[src/rtl/cfg_port_pkg.sv]
package cfg_port_pkg;
  parameter int ADDR_W   = 5;
  parameter int DATA_MAX = 32;
  parameter int NUM_REGS = 4;
  parameter int SYNC_STG = 2;
  parameter int ORDER_BIT = 8;
  parameter int MODE_BIT  = 9;

  localparam int CNT_W = $clog2(DATA_MAX) + 1;
  localparam int IDX_W = $clog2(DATA_MAX);

  typedef enum logic {ST_INSTR = 1'b0, ST_DATA = 1'b1} port_state_e;

  function automatic int unsigned reg_bytes(input logic [ADDR_W-1:0] a);
    case (a)
      5'd0:    return 4;
      5'd1:    return 3;
      5'd2:    return 2;
      default: return 1;
    endcase
  endfunction
endpackage

[src/rtl/cfg_rst_sync.sv]
module cfg_rst_sync (
  input  logic clk,
  input  logic rst_n,
  output logic rst_n_s
);
  logic [1:0] pipe_q;

  always_ff @(posedge clk or negedge rst_n) begin
    if (!rst_n) pipe_q <= 2'b00;
    else        pipe_q <= {pipe_q[0], 1'b1};
  end

  assign rst_n_s = pipe_q[1];
endmodule

[src/rtl/cfg_edge_sync.sv]
module cfg_edge_sync #(
  parameter int STAGES = cfg_port_pkg::SYNC_STG
) (
  input  logic clk,
  input  logic rst_n,
  input  logic sclk,
  input  logic cs_n,
  input  logic sdio,
  input  logic iosync,
  output logic s_cs_n,
  output logic s_sdio,
  output logic s_iosync,
  output logic sclk_rise,
  output logic sclk_fall
);
  localparam int NSIG = 4;
  localparam logic [NSIG-1:0] RST_VAL = 4'b0010; // {iosync, sdio, cs_n, sclk}

  logic [NSIG-1:0] stg_q [STAGES];
  logic            sclk_prev_q;

  for (genvar s = 0; s < STAGES; s++) begin : g_stage
    logic [NSIG-1:0] d;
    if (s == 0) begin : g_first
      assign d = {iosync, sdio, cs_n, sclk};
    end else begin : g_next
      assign d = stg_q[s-1];
    end
    always_ff @(posedge clk or negedge rst_n) begin
      if (!rst_n) stg_q[s] <= RST_VAL;
      else        stg_q[s] <= d;
    end
  end

  always_ff @(posedge clk or negedge rst_n) begin
    if (!rst_n) sclk_prev_q <= 1'b0;
    else        sclk_prev_q <= stg_q[STAGES-1][0];
  end

  assign s_cs_n    = stg_q[STAGES-1][1];
  assign s_sdio    = stg_q[STAGES-1][2];
  assign s_iosync  = stg_q[STAGES-1][3];
  assign sclk_rise = stg_q[STAGES-1][0] & ~sclk_prev_q;
  assign sclk_fall = ~stg_q[STAGES-1][0] & sclk_prev_q;
endmodule

[src/rtl/cfg_reg_bank.sv]
module cfg_reg_bank
  import cfg_port_pkg::*;
(
  input  logic                clk,
  input  logic                rst_n,
  input  logic                wr_en,
  input  logic [ADDR_W-1:0]   wr_addr,
  input  logic [DATA_MAX-1:0] wr_data,
  input  logic [ADDR_W-1:0]   rd_addr,
  output logic [DATA_MAX-1:0] rd_data,
  output logic                ctrl_lsb,
  output logic                ctrl_sdio_in
);
  localparam int SEL_W = (NUM_REGS > 1) ? $clog2(NUM_REGS) : 1;

  logic [DATA_MAX-1:0] rd_vec [NUM_REGS];

  for (genvar i = 0; i < NUM_REGS; i++) begin : g_reg
    localparam int W = 8 * reg_bytes(ADDR_W'(i));
    logic [W-1:0] q;
    logic         hit;
    assign hit = wr_en && (wr_addr == ADDR_W'(i));
    always_ff @(posedge clk or negedge rst_n) begin
      if (!rst_n)   q <= '0;
      else if (hit) q <= wr_data[W-1:0];
    end
    assign rd_vec[i] = DATA_MAX'(q);
  end

  always_comb begin
    if (rd_addr < ADDR_W'(NUM_REGS)) rd_data = rd_vec[rd_addr[SEL_W-1:0]];
    else                             rd_data = '0;
  end

  assign ctrl_lsb     = rd_vec[0][ORDER_BIT];
  assign ctrl_sdio_in = rd_vec[0][MODE_BIT];
endmodule

[src/rtl/cfg_serial_port.sv]
module cfg_serial_port
  import cfg_port_pkg::*;
(
  input  logic clk,
  input  logic rst_n,
  input  logic sclk,
  input  logic cs_n,
  input  logic sdio_in,
  output logic sdio_out,
  output logic sdio_oe,
  output logic sdo,
  output logic sdo_oe,
  input  logic iosync
);
  logic rst_n_s;
  logic s_cs_n, s_sdio, s_iosync, sclk_rise, sclk_fall;
  logic rise_en, fall_en;

  port_state_e         st_q, st_d;
  logic [CNT_W-1:0]    bit_cnt_q, bit_cnt_d;
  logic [7:0]          instr_q, instr_d, instr_nxt;
  logic                rw_q, rw_d;
  logic [ADDR_W-1:0]   addr_q, addr_d;
  logic [DATA_MAX-1:0] dsh_q, dsh_d, dsh_nxt;
  logic [DATA_MAX-1:0] rdw_q, rdw_d;
  logic                out_q, out_d;

  logic                wr_en;
  logic [DATA_MAX-1:0] wr_data, bank_rd;
  logic                ctrl_lsb, ctrl_sdio_in;
  logic [CNT_W-1:0]    nbits;
  logic [IDX_W-1:0]    rd_idx;
  logic                rd_drive;

  cfg_rst_sync u_rst (
    .clk     (clk),
    .rst_n   (rst_n),
    .rst_n_s (rst_n_s)
  );

  cfg_edge_sync u_sync (
    .clk       (clk),
    .rst_n     (rst_n_s),
    .sclk      (sclk),
    .cs_n      (cs_n),
    .sdio      (sdio_in),
    .iosync    (iosync),
    .s_cs_n    (s_cs_n),
    .s_sdio    (s_sdio),
    .s_iosync  (s_iosync),
    .sclk_rise (sclk_rise),
    .sclk_fall (sclk_fall)
  );

  cfg_reg_bank u_bank (
    .clk          (clk),
    .rst_n        (rst_n_s),
    .wr_en        (wr_en),
    .wr_addr      (addr_q),
    .wr_data      (wr_data),
    .rd_addr      (instr_nxt[ADDR_W-1:0]),
    .rd_data      (bank_rd),
    .ctrl_lsb     (ctrl_lsb),
    .ctrl_sdio_in (ctrl_sdio_in)
  );

  assign rise_en = sclk_rise & ~s_cs_n & ~s_iosync;
  assign fall_en = sclk_fall & ~s_cs_n & ~s_iosync;
  assign nbits   = CNT_W'(8 * reg_bytes(addr_q));

  // shift paths for both transfer orders
  assign instr_nxt = ctrl_lsb ? {s_sdio, instr_q[7:1]} : {instr_q[6:0], s_sdio};
  assign dsh_nxt   = ctrl_lsb ? {s_sdio, dsh_q[DATA_MAX-1:1]} : {dsh_q[DATA_MAX-2:0], s_sdio};
  assign wr_data   = ctrl_lsb ? (dsh_nxt >> (CNT_W'(DATA_MAX) - nbits)) : dsh_nxt;
  assign rd_idx    = ctrl_lsb ? bit_cnt_q[IDX_W-1:0]
                              : IDX_W'(nbits - CNT_W'(1) - bit_cnt_q);

  always_comb begin
    st_d      = st_q;
    bit_cnt_d = bit_cnt_q;
    instr_d   = instr_q;
    rw_d      = rw_q;
    addr_d    = addr_q;
    dsh_d     = dsh_q;
    rdw_d     = rdw_q;
    out_d     = out_q;
    wr_en     = 1'b0;
    if (s_iosync) begin
      st_d      = ST_INSTR;
      bit_cnt_d = '0;
    end else if (rise_en) begin
      case (st_q)
        ST_INSTR: begin
          instr_d = instr_nxt;
          if (bit_cnt_q == CNT_W'(7)) begin
            st_d      = ST_DATA;
            bit_cnt_d = '0;
            rw_d      = instr_nxt[7];
            addr_d    = instr_nxt[ADDR_W-1:0];
            rdw_d     = bank_rd;
          end else begin
            bit_cnt_d = bit_cnt_q + CNT_W'(1);
          end
        end
        default: begin
          dsh_d = dsh_nxt;
          if (bit_cnt_q == nbits - CNT_W'(1)) begin
            st_d      = ST_INSTR;
            bit_cnt_d = '0;
            wr_en     = ~rw_q;
          end else begin
            bit_cnt_d = bit_cnt_q + CNT_W'(1);
          end
        end
      endcase
    end else if (fall_en && st_q == ST_DATA && rw_q) begin
      out_d = rdw_q[rd_idx];
    end
  end

  always_ff @(posedge clk or negedge rst_n_s) begin
    if (!rst_n_s) begin
      st_q      <= ST_INSTR;
      bit_cnt_q <= '0;
      instr_q   <= '0;
      rw_q      <= 1'b0;
      addr_q    <= '0;
      dsh_q     <= '0;
      rdw_q     <= '0;
      out_q     <= 1'b0;
    end else begin
      st_q      <= st_d;
      bit_cnt_q <= bit_cnt_d;
      instr_q   <= instr_d;
      rw_q      <= rw_d;
      addr_q    <= addr_d;
      dsh_q     <= dsh_d;
      rdw_q     <= rdw_d;
      out_q     <= out_d;
    end
  end

  assign rd_drive = (st_q == ST_DATA) && rw_q && ~cs_n;
  assign sdio_oe  = rd_drive & ~ctrl_sdio_in;
  assign sdo_oe   = rd_drive & ctrl_sdio_in;
  assign sdio_out = out_q;
  assign sdo      = out_q;
endmodule

[config.mk]
export PLATFORM = sky130hd
export DESIGN_NAME = cfg_serial_port
export DESIGN_NICKNAME = d
export VERILOG_FILES = /design/src/rtl/cfg_port_pkg.sv /design/src/rtl/cfg_rst_sync.sv /design/src/rtl/cfg_edge_sync.sv /design/src/rtl/cfg_reg_bank.sv /design/src/rtl/cfg_serial_port.sv
export SDC_FILE = /design/constraint.sdc
export NUM_CORES = 1
export LEC_CHECK = 0
export BUFFER_PORTS_ARGS = -buffer_cell sky130_fd_sc_hd__buf_2
export CORE_ASPECT_RATIO = 1.5
export CORE_UTILIZATION = 30
export DETAILED_ROUTE_END_ITERATION = 10
export GPL_TIMING_DRIVEN = 1
export PLACE_DENSITY = 0.41
export SLEW_MARGIN = 20
export SYNTH_ARGS = -nofsm -noshare
export SYNTH_HDL_FRONTEND = slang
export SYNTH_SLANG_ARGS = --single-unit
[constraint.sdc]
create_clock -name clk -period 9.7 [get_ports clk]
set_input_delay 0.97 -clock clk [delete_from_list [all_inputs] [get_ports clk]]
set_output_delay 0.97 -clock clk [all_outputs]
set_load 0.02 [all_outputs]
==> results.txt <==
The flow ran to the end, and the final reports show no timing, DRC or antenna violations. The first global-routing pass estimated 36.0 mm of wire. The first-pass detailed-route iteration total was 4; the shortest period the worst path allows was 5.23 ns. The number of vias after detailed routing is 5857, and the share of cells above drive strength 1 is 0.232. The number of I/O port buffers is 9.

TritonCTS built the clock tree. The most used flip-flop cell after synthesis is sky130_fd_sc_hd__dfrtp_1. The later pin in the worst-skew pair is clocked with a latency of 0.45 ns. Data arrives at the worst endpoint at 5.55 ns.

The tools report the number of distinct standard cells referenced by the synthesized netlist as 58. The period utilization is 0.539, and the number of placement rows is 76. The count of cells resized by post-cts repair was 0; the area share of the largest cell type after synthesis was 0.493. Dividing the detail-routed via count by the number of cells gives 5.16.

The run gives 0.768 as the final weighted congestion in routability-driven placement. The logs give 0 for the count of nets left with antenna violations after detail routing and 753 for the post-synthesis instance total. The start-to-end type of the worst setup path was reg2reg. For the pin with the worst max-slew slack, the measured transition is 1.05 ns.

The multi-input combinational cells in the finished layout cover a total of 4190 um^2. The async set or reset register ratio after synthesis was 1.00; the post-detailed-route DRC marker count was 0. Once the clock tree was built, the setup fixing pass inserted 0 buffers.

The via count of the first global-routing pass is 5973. Summed over all cells, the static leakage comes to 4.52 nW. The initial antenna violation count was 0; the synthesized area per cell was 11.8 um^2. IR analysis of the VDD net gives a maximum drop of 0.0874 mV. The total of endpoints with negative setup slack in the final report is 0.

The cell type with the largest total area after synthesis was sky130_fd_sc_hd__dfrtp_1. Entering global routing, the biggest net connects 85 pins. Synthesis inferred 177 register bits. After routing the design area is 9840 um^2. The area used by sequential logic in the layout was 4440 um^2; the largest fanout on the critical path was 36. The count of cells in the finished layout, fillers not included, comes to 1136. The run gives 8890 um^2 as the area of the mapped netlist.

From synthesis to final layout, the design area changed by 10.7%. Sorting the synthesized cells by area gives the leading types as sky130_fd_sc_hd__dfrtp_1 (49%), sky130_fd_sc_hd__mux2_2 (10%), sky130_fd_sc_hd__mux2i_1 (7.7%). After legalization and detailed placement, the total HPWL measured 16.0 mm. The floorplan step defined a die boundary enclosing 30300 um^2. The most frequently used cell type in the post-synthesis netlist was sky130_fd_sc_hd__dfrtp_1.

CTS clock-pin slew for the worst setup and hold paths: 0.07 ns. Including well taps, the total number of placed cells is 1104. The count of pins over their slew limit was 0; the number of enable flip-flop cells after synthesis was 0. The tools report the wire length after detailed routing as 22.8 mm.

The tools report the number of DRC violations after detailed-routing iteration 0 as 360. Clock tree synthesis selected as its root buffer the cell sky130_fd_sc_hd__clkbuf_16. The final core utilization came out at 0.340. The total overflow left after global routing is 0. After routing, the total negative slack on setup checks comes to 0 ns.

The tools report the effective utilization at floorplan as 0.307. Net count after synthesis: 761. In the final routed layout, each cell accounts on average for 20.1 um.

The normalized max-slew margin was 0.297. At the worst endpoint, the required time is 10.02 ns. The floorplan step set the die width to 143 um.

The commonest cells after synthesis are sky130_fd_sc_hd__dfrtp_1 (175), sky130_fd_sc_hd__mux2_2 (82), sky130_fd_sc_hd__mux2i_1 (68). For the clock tree skew after final layout, the log shows 0.00932 ns. During synthesis, Yosys emitted a total of 0 warnings.

The sequential area share after synthesis is 0.499, and the post-placement cell area is 9240 um^2. The worst hold path belongs to the class reg2async. Static timing analysis puts the maximum clock frequency at 0.191 GHz. The category of the worst setup path capture point was a register. The floorplan die height is 213 um, and the total number of H-tree levels is 4. For the worst-case clock buffer depth, the log shows 2. The logs give 0 for the number of max-cap violations and 17 for the number of buffers created by CTS.

The clock net in this run drives a total of 177 sinks. Power spread over the standard cell area amounts to 153 nW/um^2. The logs give 0 for the count of antenna diodes in the layout and 0.162 for the all-layer global routing usage. The logs give 2914 for the fill cell total of the finished layout and 0 for the count of hold buffers inserted by post-cts repair.

During I/O placement, the number of pins put on the boundary was 10. The setup check on the worst reg-to-reg path leaves a slack of 4.47 ns. The final count of hold timing violations came out at 0. The worst setup path is launched from a register. Setup repair after global routing left no endpoint under its margin. The final layout net count was 741; the core area was 28900 um^2.
per-layer routing:
layer	vias to the layer above	track usage	part of all wire
met3	24	0.0334	0.028
met5	-	0	0
met2	64	0.274	0.51
met4	0	0.0567	0.019
li1	2722	-	-
met1	3047	0.203	0.44
layout make-up:
type	count	share of cell area
multi-input combinational	514	0.426
clock inverter	11	0.0131
timing repair buffer	15	0.00954
inverter	8	0.00305
tap	390	0.0496
sequential	177	0.451
clock buffer	21	0.0478
through the flow:
step / power, W / hold WS [ns] / setup WS [ns]
after global routing: 0.00157 / 0.270 / 4.03
after detailed placement: 0.000823 / 0.295 / 4.45
final: 0.00151 / 0.283 / 4.47
after floorplan: 0.000802 / 0.331 / 4.41
after global placement: 0.000822 / 0.294 / 4.56
after CTS: 0.00154 / 0.259 / 4.44
registers in the layout, indices dropped and copies added (netlist names):
register	cells
u_sync.s_sdio	1
rdw_q	32
u_bank.g.q	80
u_sync.s_iosync	1
st_q	1
sdio_out	1
u_rst.pipe_q	2
u_sync.g_stage.d	4
u_sync.stg_q	1
rw_q	1
u_sync.sclk_prev_q	1
dsh_q	32
bit_cnt_q	6
instr_q	8
addr_q	5
u_sync.s_cs_n	1
placed cells by master, fill, tap and decap left out, drive strengths merged, types with 2 or more instances in the layout:
cell type  instances
nor2              40
nand3             15
nand2             58
a21oi             54
xor2               5
and3               2
and2               2
nor3               8
a21o               6
buf               15
ha                 2
a32o               3
mux2i             68
clkbuf            21
mux2              83
a22o              31
dfstp              2
dfrtp            175
nand3b            10
o2bb2ai           15
bufinv             2
mux4              24
nor4b              2
o21ai             32
or3                3
clkinvlp           4
nor3b              2
nand2b             2
inv                8
a31o               8
clkinv             5
nor2b             18
a221oi             3
cell families after synthesis:
family,share of synthesized area
flops,0.499
fa+ha+maj,0.00282
xor+xnor,0.00845
other cells,0.000422
mux,0.243
buf+inv,0.0304
compound gates,0.121
simple gates,0.0956
path summary, 6_finish.rpt:
check,start,endpoint,cells after the start
worst max-delay path,addr_q[0],u_bank.g_reg[0].q[23],8
worst max register to register,addr_q[0],u_bank.g_reg[0].q[23],8
worst min register to register,u_rst.pipe_q[1],dsh_q[5],0
min in group clk,u_sync.g_stage[1].d[2],u_sync.s_sdio,0
worst min-delay path,u_rst.pipe_q[1],dsh_q[5],0
max in group asynchronous,u_rst.pipe_q[1],u_bank.g_reg[0].q[8],1
report_power, final:
part           switching, W  internal [W]
combinational     0.0000337     0.0000142
clock              0.000303      0.000401
sequential        0.0000129      0.000746
total              0.000349       0.00116
worst max-delay path: stages, from the launching register on:
cell	delay, ns
sky130_fd_sc_hd__dfrtp_1	0.43
sky130_fd_sc_hd__or4_1	0.81
sky130_fd_sc_hd__inv_2	0.67
sky130_fd_sc_hd__ha_1	0.86
sky130_fd_sc_hd__xor2_1	0.20
sky130_fd_sc_hd__nand2_1	0.11
sky130_fd_sc_hd__nor4b_4	0.49
sky130_fd_sc_hd__nand3_2	0.90
sky130_fd_sc_hd__mux2_1	0.62
Power figures use the tool's default switching activity.
